File: src/rtl/intc_pkg.sv
package intc_pkg;

    localparam int NSRC     = 64;
    localparam int BANK_W   = 32;
    localparam int NBANK    = NSRC / BANK_W;
    localparam int IDX_W    = $clog2(NSRC);
    localparam int WIN_W    = IDX_W + 1;
    localparam int ADDR_W   = 4;
    localparam int NOUT     = 2;

    // word addresses
    localparam int AD_RAW   = 0;
    localparam int AD_EN    = 2;
    localparam int AD_SEL   = 4;
    localparam int AD_NST   = 6;
    localparam int AD_FST   = 8;
    localparam int AD_NWIN  = 10;
    localparam int AD_FWIN  = 11;
    localparam int AD_PREC  = 12;

    typedef logic [NSRC-1:0] src_vec_t;

    typedef struct packed {
        logic             valid;
        logic [IDX_W-1:0] num;
    } win_t;

    typedef enum logic {
        OUT_NORMAL = 1'b0,
        OUT_FAST   = 1'b1
    } out_kind_e;

    // lowest set bit within [lo, hi], zero when none is set
    function automatic win_t first_set(input src_vec_t v, input int lo, input int hi);
        win_t w;
        w = '0;
        for (int i = hi; i >= lo; i--) begin
            if (v[i]) begin
                w.valid = 1'b1;
                w.num   = IDX_W'(i);
            end
        end
        return w;
    endfunction

    function automatic win_t choose_winner(input src_vec_t v, input logic err_first);
        if (err_first && (|v[NSRC-1:BANK_W]))
            return first_set(v, BANK_W, NSRC-1);
        return first_set(v, 0, NSRC-1);
    endfunction

endpackage

File: src/rtl/intc_sync.sv
module intc_sync
    import intc_pkg::*;
#(
    parameter int W = NSRC
) (
    input  logic         clk,
    input  logic         rst,
    input  logic [W-1:0] d,
    output logic [W-1:0] q
);
    logic [W-1:0] s1, s2;

    always_ff @(posedge clk) begin
        if (rst) begin
            s1 <= '0;
            s2 <= '0;
            q  <= '0;
        end else begin
            s1 <= d;
            s2 <= s1;
            q  <= s2;
        end
    end
endmodule

File: src/rtl/intc_route.sv
module intc_route
    import intc_pkg::*;
(
    input  logic     clk,
    input  logic     rst,
    input  src_vec_t pend,
    input  logic     err_first,
    output logic     req_q,
    output win_t     win_q
);
    win_t win_d;

    always_comb win_d = choose_winner(pend, err_first);

    always_ff @(posedge clk) begin
        if (rst) begin
            req_q <= 1'b0;
            win_q <= '0;
        end else begin
            req_q <= |pend;
            win_q <= win_d;
        end
    end
endmodule

File: src/rtl/intc_regs.sv
module intc_regs
    import intc_pkg::*;
(
    input  logic              clk,
    input  logic              rst,
    input  logic [ADDR_W-1:0] addr,
    input  logic              wen,
    input  logic [BANK_W-1:0] wdata,
    input  src_vec_t          raw,
    input  src_vec_t          nstat,
    input  src_vec_t          fstat,
    input  win_t              nwin,
    input  win_t              fwin,
    output src_vec_t          en_q,
    output src_vec_t          sel_q,
    output logic              prec_q,
    output logic [BANK_W-1:0] rdata
);
    localparam int PAD_W = BANK_W - WIN_W;

    for (genvar b = 0; b < NBANK; b++) begin : g_bank
        always_ff @(posedge clk) begin
            if (rst) begin
                en_q[b*BANK_W +: BANK_W]  <= '0;
                sel_q[b*BANK_W +: BANK_W] <= '0;
            end else if (wen) begin
                if (addr == ADDR_W'(AD_EN + b))
                    en_q[b*BANK_W +: BANK_W] <= wdata;
                if (addr == ADDR_W'(AD_SEL + b))
                    sel_q[b*BANK_W +: BANK_W] <= wdata;
            end
        end
    end

    always_ff @(posedge clk) begin
        if (rst)
            prec_q <= 1'b1;
        else if (wen && addr == ADDR_W'(AD_PREC))
            prec_q <= wdata[0];
    end

    always_comb begin
        rdata = '0;
        for (int b = 0; b < NBANK; b++) begin
            if (addr == ADDR_W'(AD_RAW + b)) rdata = raw[b*BANK_W +: BANK_W];
            if (addr == ADDR_W'(AD_EN  + b)) rdata = en_q[b*BANK_W +: BANK_W];
            if (addr == ADDR_W'(AD_SEL + b)) rdata = sel_q[b*BANK_W +: BANK_W];
            if (addr == ADDR_W'(AD_NST + b)) rdata = nstat[b*BANK_W +: BANK_W];
            if (addr == ADDR_W'(AD_FST + b)) rdata = fstat[b*BANK_W +: BANK_W];
        end
        if (addr == ADDR_W'(AD_NWIN)) rdata = {{PAD_W{1'b0}}, nwin};
        if (addr == ADDR_W'(AD_FWIN)) rdata = {{PAD_W{1'b0}}, fwin};
        if (addr == ADDR_W'(AD_PREC)) rdata = {{(BANK_W-1){1'b0}}, prec_q};
    end
endmodule

File: src/rtl/intc_dual_prio.sv
module intc_dual_prio
    import intc_pkg::*;
(
    input  logic              clk,
    input  logic              rst,
    input  logic [NSRC-1:0]   src_lines,
    input  logic [ADDR_W-1:0] bus_addr,
    input  logic              bus_wen,
    input  logic [BANK_W-1:0] bus_wdata,
    output logic [BANK_W-1:0] bus_rdata,
    output logic              irq_out,
    output logic              fiq_out,
    output logic [WIN_W-1:0]  irq_idx,
    output logic [WIN_W-1:0]  fiq_idx
);
    src_vec_t raw_q, en_q, sel_q;
    src_vec_t nstat_w, fstat_w;
    logic     prec_on;
    src_vec_t pend_v [NOUT];
    logic     req_v  [NOUT];
    win_t     win_v  [NOUT];

    intc_sync #(.W(NSRC)) u_sync (
        .clk (clk),
        .rst (rst),
        .d   (src_lines),
        .q   (raw_q)
    );

    assign nstat_w = raw_q & en_q & ~sel_q;
    assign fstat_w = raw_q & en_q &  sel_q;

    for (genvar g = 0; g < NOUT; g++) begin : g_out
        assign pend_v[g] = (out_kind_e'(g) == OUT_FAST) ? fstat_w : nstat_w;
        intc_route u_route (
            .clk       (clk),
            .rst       (rst),
            .pend      (pend_v[g]),
            .err_first (prec_on),
            .req_q     (req_v[g]),
            .win_q     (win_v[g])
        );
    end

    assign irq_out = req_v[OUT_NORMAL];
    assign fiq_out = req_v[OUT_FAST];
    assign irq_idx = win_v[OUT_NORMAL];
    assign fiq_idx = win_v[OUT_FAST];

    intc_regs u_regs (
        .clk    (clk),
        .rst    (rst),
        .addr   (bus_addr),
        .wen    (bus_wen),
        .wdata  (bus_wdata),
        .raw    (raw_q),
        .nstat  (nstat_w),
        .fstat  (fstat_w),
        .nwin   (win_v[OUT_NORMAL]),
        .fwin   (win_v[OUT_FAST]),
        .en_q   (en_q),
        .sel_q  (sel_q),
        .prec_q (prec_on),
        .rdata  (bus_rdata)
    );
endmodule

File: config.mk
export PLATFORM = sky130hd
export DESIGN_NAME = intc_dual_prio
export DESIGN_NICKNAME = d
export VERILOG_FILES = /design/src/rtl/intc_pkg.sv /design/src/rtl/intc_sync.sv /design/src/rtl/intc_route.sv /design/src/rtl/intc_regs.sv /design/src/rtl/intc_dual_prio.sv
export SDC_FILE = /design/constraint.sdc
export NUM_CORES = 1
export LEC_CHECK = 0
export ABC_AREA = 1
export BUFFER_PORTS_ARGS = -buffer_cell sky130_fd_sc_hd__buf_2
export CORE_AREA = 2 2 164 166
export DETAILED_ROUTE_END_ITERATION = 12
export DIE_AREA = 0 0 166 168
export MAX_ROUTING_LAYER = met4
export PLACE_DENSITY = 0.79
export SYNTH_ARGS = -nofsm -noshare
export SYNTH_HDL_FRONTEND = slang
export SYNTH_SLANG_ARGS = --single-unit
File: constraint.sdc
create_clock -name clk -period 4.9 [get_ports clk]
set_input_delay 0.98 -clock clk [delete_from_list [all_inputs] [get_ports clk]]
set_output_delay 0.98 -clock clk [all_outputs]
set_load 0.005 [all_outputs]
# --- After elaboration in Yosys (flattened, before gate mapping) ---
# Cells that the tools add are included.
totals:
  reg_bits: 337
  inputBits: 103
  wordCells: 189
op_classes:
  eq_ne: 12
  mux: 147
  bitwise: 4
  reduce_logical: 12
op_table:
  columns: ["cell", "n"]
  rows:
  - ["two-way mux 7 bit", 132]
  - ["two-way mux 32 bit", 13]
  - ["AND 64 bit", 3]
  - ["OR reduction 64 bit", 2]
  - ["inverter 64 bit", 1]
  - ["OR reduction 32 bit", 2]
  - ["equality test 4 bit (second input constant)", 5]
  - ["equality test 4 x 3 -> 1 bit (second input constant)", 4]
  - ["equality test 4 x 2 -> 1 bit (second input constant)", 2]
  - ["AND reduction 2 bit", 4]
  - ["equality test 4 x 1 -> 1 bit (second input constant)", 1]
  - ["logical NOT 4 bit", 1]
  - ["logical AND 1 bit", 3]
  - ["two-way mux 1 bit", 2]

# --- Depth between registers and ports, before layout ---
# Gate-level depths: netlist of run 1.
depth:
  word_depth: 67
  depth_mapped: 66

# --- Cells and area by module ---
# Synthesis of run 1 repeated with hierarchy kept, for this count alone.
unflattened:
  cells_unflattened: 2519
  area_unflattened_um2: 16268.1
modules_own_cells:
  columns: ["module", "instances", "cells_each", "area_each_um2", "seq_area_each_um2"]
  rows:
  - ["intc_regs", 1, 1176, 7317.0, 2582.5]
  - ["intc_sync", 1, 597, 5515.3, 3843.7]
  - ["intc_route", 2, 245, 1237.4, 160.2]
  - ["intc_dual_prio", 1, 256, 960.9, 0.0]

# --- Worst setup path after synthesis of run 1 ---
# No wires, ideal clock.
synth_timing:
  kind: "input -> output"
  from: "input port bus_addr[1]"
  to: "output port bus_rdata[4]"
  arrival_time_ps: 2611
  required_time_ps: 3920
  path_slack_ps: 1309
  cell_stages: 12
  n_path_buf: 1
  cell_sequence: "inv_1 > nor2_1 > inv_1 > nor2_1 > clkinv_1 > clkbuf_1 > o22ai_1 > o211ai_1 > a21oi_1 > o21ai_0 > o22ai_1 > a21oi_1"
synth_via:
  elab_chain_cells: 14
  elab_cells_between_ends: 26
  classes_between: "eq/ne (12); mux (13); reduce/logical (1)"
synth_rtl:
  columns: ["element", "line_no", "text"]
  rows:
  - ["from (decl)", "intc_dual_prio.sv:7", "input logic [ADDR_W-1:0] bus_addr,"]
  - ["logical NOT 4 bit", "intc_regs.sv:45", "if (addr == ADDR_W'(AD_RAW + b)) rdata = raw[b*BANK_W +: BANK_W];"]
  - ["two-way mux 32 bit", "intc_regs.sv:45", null]
  - ["two-way mux 32 bit", "intc_regs.sv:46", "if (addr == ADDR_W'(AD_EN + b)) rdata = en_q[b*BANK_W +: BANK_W];"]
  - ["two-way mux 32 bit", "intc_regs.sv:47", "if (addr == ADDR_W'(AD_SEL + b)) rdata = sel_q[b*BANK_W +: BANK_W];"]
  - ["two-way mux 32 bit", "intc_regs.sv:48", "if (addr == ADDR_W'(AD_NST + b)) rdata = nstat[b*BANK_W +: BANK_W];"]
  - ["two-way mux 32 bit", "intc_regs.sv:49", "if (addr == ADDR_W'(AD_FST + b)) rdata = fstat[b*BANK_W +: BANK_W];"]
  - ["two-way mux 32 bit", "intc_regs.sv:45", null]
  - ["two-way mux 32 bit", "intc_regs.sv:46", null]
  - ["two-way mux 32 bit", "intc_regs.sv:47", null]
  - ["two-way mux 32 bit", "intc_regs.sv:48", null]
  - ["two-way mux 32 bit", "intc_regs.sv:49", null]
  - ["two-way mux 32 bit", "intc_regs.sv:51", "if (addr == ADDR_W'(AD_NWIN)) rdata = {{PAD_W{1'b0}}, nwin};"]
  - ["two-way mux 32 bit", "intc_regs.sv:52", "if (addr == ADDR_W'(AD_FWIN)) rdata = {{PAD_W{1'b0}}, fwin};"]
  - ["two-way mux 32 bit *", "intc_regs.sv:53", "if (addr == ADDR_W'(AD_PREC)) rdata = {{(BANK_W-1){1'b0}}, prec_q};"]
  - ["to (decl)", "intc_dual_prio.sv:10", "output logic [BANK_W-1:0] bus_rdata,"]
# Mark *: on every way between the ends. The rest lies on a longest branch, timed or not.

# --- Final worst setup path of run 1 ---
layout_timing:
  from: "input port bus_addr[0]"
  to: "output port bus_rdata[16]"
# Same word-level chain as after synthesis.

==> results of run 1 <==
flip-flops by register name, summed over array words and instances (netlist names):
name / cells
u_sync.q: 64
u_sync.s2: 64
u_regs.sel_q: 64
u_sync.s1: 64
u_regs.en_q: 64
u_regs.prec_q: 1
g_out.u_route.win_q: 14
g_out.u_route.req_q: 2
kinds of logic after synthesis:
| kind of cell | Yosys count | share of synthesized area, % |
|---|---|---|
| and+or+nand+nor | 834 | 22.5 |
| DFF | 337 | 44.5 |
| buffers and inverters | 573 | 14.2 |
| AOI/OAI and AO/OA | 513 | 18.8 |
power breakdown:
part	internal, mW	total (mW)	switching [mW]	leakage [nW]
Combinational	0.141	0.424	0.283	4.29
Clock	1.49	2.62	1.13	0.550
Sequential	2.83	2.86	0.0363	2.75
Total	4.46	5.90	1.45	7.59
through the flow:
| stage | hold WS [ns] | cells | util, % |
|---|---|---|---|
| 2_1_floorplan | 0.388 | 2257 | - |
| 3_3_place_gp | 0.389 | 2674 | 61.5 |
| 3_5_place_dp | 0.392 | 2674 | 61.5 |
| 4_1_cts | 0.400 | 2739 | 65.9 |
| 5_1_grt | 0.415 | 2739 | 65.9 |
| 6_report | 0.398 | 2739 | 65.9 |
final timing paths:
| check | from | to | slack [ns] | depth (start not counted) |
|---|---|---|---|---|
| max | bus_addr[0] | bus_rdata[16] | 0.32 | 14 |
| min reg2reg | u_sync.s1[7]$_SDFF_PP0_ | u_sync.s2[7]$_SDFF_PP0_ | 0.40 | 2 |
| min | u_sync.s1[7]$_SDFF_PP0_ | u_sync.s2[7]$_SDFF_PP0_ | 0.40 | 2 |
| max reg2reg | u_regs.en_q[63]$_SDFFE_PP0P_ | g_out[0].u_route.win_q[0]$_SDFF_PP0_ | 0.78 | 66 |
tightest hold or removal path, cell delays in order, from the launching register on:
cell     delay, ns
dfxtp_1       0.29
inv_1         0.04
nor2_1        0.03
routing by layer:
layer	GRT usage (%)	vias to the layer above	routed length [um]	share of wire [%]
met5	-	-	0	0
met4	19.0	0	2900	6.0
met3	4.82	154	3650	7.6
met2	58.4	688	22700	47
met1	41.6	6656	18900	39
li1	-	7364	-	-
placed cells by master (no fill, tap or decap), types with 4 or more instances in the layout:
cell / synthesis / layout
nor3_1: 101 / 101
nand3_1: 87 / 87
inv_2: 7 / 7
clkbuf_16: 0 / 37
nor2_1: 320 / 317
nand2_1: 319 / 319
inv_1: 463 / 462
o211ai_1: 25 / 25
a32oi_1: 8 / 8
a211oi_1: 9 / 9
buf_2: 0 / 149
clkbuf_8: 0 / 6
dfxtp_1: 337 / 337
clkinv_2: 0 / 7
buf_4: 0 / 24
clkinvlp_4: 0 / 7
a21oi_1: 212 / 212
a22oi_1: 5 / 5
o22ai_1: 65 / 65
o21ai_0: 164 / 164
o21bai_1: 5 / 5
clkbuf_1: 97 / 4
a31oi_1: 6 / 6
area by class of cell:
class | instances | area [um2] | area share, %
flip-flops and latches | 337 | 6750 | 38.9
well taps | 341 | 427 | 2.46
inverters | 473 | 1780 | 10.2
clock buffers | 47 | 1020 | 5.90
repair buffers | 176 | 977 | 5.63
multi-input cells | 1347 | 6270 | 36.2
clock inverters | 18 | 126 | 0.728
==> summary.txt, run 1 <==
Final net count -> 2474
Final Power -> 5.90 mW
GRT overflow -> 0
DIE AREA -> 27900 um2
Drc violations -> 0
Post-synth top cells -> 463 x inv_1, 337 x dfxtp_1, 320 x nor2_1
Final instance area -> 17400 um2
Worst path max stage delay -> 0.51 ns
Initial antenna violation count -> 0
Synth top area share -> 44.5%
Minimum clock period -> 4.58 ns
ANT nets after route -> 0
Hold buffers post-CTS -> 0
Slew Limit Fails -> 0
Clk slew on worst S/H paths -> 0.06 ns
CTS buffer count -> 36
Tcrit/Tclk final -> 93.4%
Synth top area cells -> dfxtp_1 45%, inv_1 11%, nor2_1 7.9%, nand2_1 7.9%, a21oi_1 7.0%
Asr flop ratio synth -> 0%
Crit. End Element -> primary output
Post-Route WL -> 48200 um
Most used DFF post-synth -> dfxtp_1
Fmax -> 219 MHz
Die W -> 166 um
Effective utilization at floorplan -> 57.5%
Worst Path Arrival -> 3.60 ns
I/O Buffers -> 150
Sequential share of the synthesized area -> 44.5%
# resized after CTS -> 0
Die Y-Extent -> 168 um
Cells after Synth -> 2257
EDFF count, synth -> 0
Vias in the first global route -> 14100
RSZ-0062 raised after global routing -> false
Syn Area/Cell -> 6.71 um2
Post-Syn Area -> 15200 um2
Largest net degree at the start of global routing -> 146
CTS tree -> yes
Initial DRC Count -> 1512
First-pass GRT wire length -> 75200 um
Setup_tns -> 0 ns
Max-cap violations -> 0
Unique masters post-synth -> 32
Critical path buffers and inverters -> 5
CP max FO -> 13
Htree depth -> 2
Delay-heaviest family, CP -> buffers and inverters
Worst hold path type -> reg -> reg
Wire per inst -> 17.6 um
Filler Cell Count -> 2351
Site row count -> 60
Synthesized Nets -> 2360
Hpwl dp -> 34800 um
Yosys reg bits -> 337
Cell with the most instances after synthesis -> inv_1
Slowest-stage cell, CP -> nor2_1
Clock Sinks -> 337
Crit Path Class -> in -> out
Pre-Repair DR Iteration Count -> 6
Cell Pwr Density -> 340 nW/um2
Clock skew -> 0.0213 ns
CORE AREA -> 26400 um2
Pleak -> 7.59 nW
Max VDD drop -> 374 uV
Gr usage total -> 35.2%
Share of post-route cells with drive strength above 1 -> 10.6%
Clk root buf -> clkbuf_16
Cell Area, Placed -> 16200 um2
Final setup vio count -> 0
CP required -> 3.92 ns
Critical Path Start Type -> primary input
Outcome -> finished, final reports clean
Max Buffers Root-to-Sink -> 3
Final hold vios -> 0
Pre-CTS WS -> 0.430 ns
Worst-Margin Slew -> 1.06 ns
Synth Warn # -> 0
Vias per Instance -> 5.43
Area Overhead vs Synth -> 14.5%
GP Congestion -> 1.01
CP Cell Sequence -> buf_2 > nor2_1 > inv_1 > nor2_1 > inv_1 > buf_4 > o21ai_0 > o22ai_1 > nand3_1 > o21ai_0 > o211ai_1 > a21oi_1 > a21oi_1 > buf_2
Ant. Diodes -> 0
Final worst setup slack -> 0.324 ns
Yosys top cell by area -> dfxtp_1
Post-CTS Repair Setup Buffers -> 0
Via count -> 14900
Slew headroom -> 29.6%
Worst skew pair latency -> 0.53 ns
# IOs -> 151
Note: power is estimated with default switching activity, not from simulation.
==> inputs of run 2 (changes only) <==
==> constraint.sdc (replaced) <==
create_clock -name clk -period 4.9 [get_ports clk]
set_input_delay 0.98 -clock clk [delete_from_list [all_inputs] [get_ports clk]]
set_output_delay 0.98 -clock clk [all_outputs]
set_load 0.05 [all_outputs]
==> summary.txt, run 2 (synthesized netlist as in run 1, its figures left out) <==
Worst hold path type -> reg -> reg
Crit Path Class -> in -> out
Minimum clock period -> 4.64 ns (+0.0646 ns)
Commonest non-fill, non-tap cell in the layout -> inv_1
Effective utilization at floorplan -> 57.5% (unchanged)
CTS tree -> yes
# IOs -> 151 (unchanged)
RSZ-0062 raised after global routing -> false
CP Cell Sequence -> buf_2 > nor2_1 > inv_1 > nor2_1 > inv_1 > buf_12 > o21ai_0 > o22ai_1 > nand3_1 > o21ai_0 > o211ai_1 > a21oi_1 > a21oi_1 > buf_2
Die Y-Extent -> 168 um (unchanged)
Die W -> 166 um (unchanged)
Clk slew on worst S/H paths -> 0.06 ns (about the same)
Cell Pwr Density -> 345 nW/um2 (+1.5%)
Drc violations -> 0 (unchanged)
Share of post-route cells with drive strength above 1 -> 10.5% (-0.088 points)
DP Cell Count -> 2679 (+0.19%)
Clock Sinks -> 337 (unchanged)
Worst skew pair latency -> 0.52 ns (about the same)
First-pass GRT wire length -> 74100 um (-1.5%)
Vias in the first global route -> 14200 (+0.30%)
ANT nets after route -> 0 (unchanged)
Crit. End Element -> primary output
CTS buffer count -> 35 (-2.8%)
Vias per Instance -> 5.49 (+1.1%)
Layout Cells excl Fill -> 2741 (+0.073%)
Worst min-delay path startpoint -> u_sync.s2[55]$_SDFF_PP0_
Largest net degree at the start of global routing -> 94 (-36%)
Worst path max stage delay -> 0.53 ns (+0.02 ns)
Initial antenna violation count -> 1 (+1)
Fmax -> 216 MHz (-1.4%)
Pre-Repair DR Iteration Count -> 8 (+2)
Filler Cell Count -> 2317 (-1.4%)
GP Congestion -> 1.03 (+2.2%)
Final setup vio count -> 0 (unchanged)
Site row count -> 60 (unchanged)
Initial DRC Count -> 1692 (+12%)
Worst Path Arrival -> 3.66 ns (+0.06 ns)
Max VDD drop -> 351 uV (-6.2%)
Slew headroom -> 44.1% (+14 points)
RR Startpoint -> u_regs.sel_q[62]$_SDFFE_PP0P_
Critical path buffers and inverters -> 5 (unchanged)
Gr usage total -> 34.6% (-0.60 points)
Pleak -> 7.61 nW (+0.29%)
Slowest-stage cell, CP -> nor2_1
CP required -> 3.92 ns (about the same)
Reg2reg path depth -> 65 (-1.5%)
Post-CTS Repair Setup Buffers -> 0 (unchanged)
Final hold vios -> 0 (unchanged)
Clk root buf -> clkbuf_16
Commonest cells after routing, fill and taps aside -> 462 x inv_1, 337 x dfxtp_1, 319 x nand2_1, 317 x nor2_1, 212 x a21oi_1
R2R setup slack -> 0.64 ns (-0.14 ns)
R2R Path End -> g_out[1].u_route.win_q[0]$_SDFF_PP0_
Post-Route WL -> 48000 um (-0.45%)
# resized after CTS -> 0 (unchanged)
Hpwl dp -> 34600 um (-0.68%)
CP max FO -> 26 (+13)
Worst-Margin Slew -> 0.838 ns (-0.217 ns)
Delay-heaviest family, CP -> buffers and inverters
GRT overflow -> 0 (unchanged)
Wire per inst -> 17.5 um (-0.53%)
Tcrit/Tclk final -> 94.7% (+1.3 points)
Htree depth -> 2 (unchanged)
Hold path depth -> 2 (unchanged)
Hold buffers post-CTS -> 0 (unchanged)
Outcome -> finished, final reports clean
DIE AREA -> 27900 um2 (unchanged)
I/O Buffers -> 150 (unchanged)
Setup_tns -> 0 ns (unchanged)
Slew Limit Fails -> 0 (unchanged)
Final net count -> 2478 (+0.16%)
Critical Path Start Type -> primary input
Hold EP -> u_sync.q[55]$_SDFF_PP0_
Max Buffers Root-to-Sink -> 3 (unchanged)
Via count -> 15000 (+1.2%)
Clock skew -> 0.0261 ns (+0.00478 ns)
CORE AREA -> 26400 um2 (unchanged)
Area Overhead vs Synth -> 14.7%
Max-cap violations -> 0 (unchanged)
## run 2: changes by cell type in the layout (fill, tap and decap cells not counted), sizes merged
cell	previous run	this run
bufinv	0	2
clkinv	12	14
clkbuf	47	46
inv	472	469
buf	176	181
clkinvlp	7	3
diode	0	1
## run 2: cell type report
class / count / area [um2] / share of cell area (%)
diodes: 1 / 2.50 / 0.0144
clock buffers: 46 / 980 / 5.64
clock inverters: 15 / 148 / 0.849
inverters: 473 / 1780 / 10.2
multi-input cells: 1347 / 6270 / 36.1
flip-flops and latches: 337 / 6750 / 38.8
well taps: 341 / 427 / 2.45
repair buffers: 181 / 1030 / 5.91
## run 2: power breakdown
group          leakage, nW  internal (mW)  switching [mW]
sequential            2.75           2.83          0.0360
clock                0.547           1.52            1.11
combinational         4.31          0.143           0.368
total                 7.61           4.49            1.51
## run 2: worst register-to-register path: cells and delay by family, from the launching register on
family / cells / cell delay, ns
AOI/OAI and AO/OA: 1 / 0.05
DFF: 1 / 0.36
and+or+nand+nor: 64 / 3.75
## run 2: metal layers
layer / vias to the layer above / wire (um) / track usage, %
met5: - / 0 / -
met3: 168 / 3700 / 4.18
met2: 702 / 22700 / 58.0
met1: 6802 / 18700 / 41.0
li1: 7365 / - / -
met4: 0 / 2880 / 18.1
## run 2: worst max-delay path by stage
stage                      from             to  slack [ns]  cells past startpoint
floorplan           bus_addr[0]   bus_rdata[5]        0.67                     11
global placement    bus_addr[0]  bus_rdata[12]        0.40                     14
detailed placement  bus_addr[0]  bus_rdata[12]        0.36                     14
CTS                 bus_addr[0]  bus_rdata[12]        0.33                     14
global route        bus_addr[0]  bus_rdata[12]        0.08                     14
finish              bus_addr[0]  bus_rdata[12]        0.26                     14
## run 2: metrics by stage
stage	hold WS [ns]	power, mW	area, um2	setup WS, ns	utilization, %
6_report	0.397	6.00	17400	0.260	66.0
2_1_floorplan	0.388	3.24	15200	0.674	-
3_5_place_dp	0.392	3.43	16300	0.356	61.7
5_1_grt	0.410	6.19	17400	0.0789	66.0
4_1_cts	0.395	6.02	17400	0.325	66.0
3_3_place_gp	0.388	3.42	16300	0.401	61.7
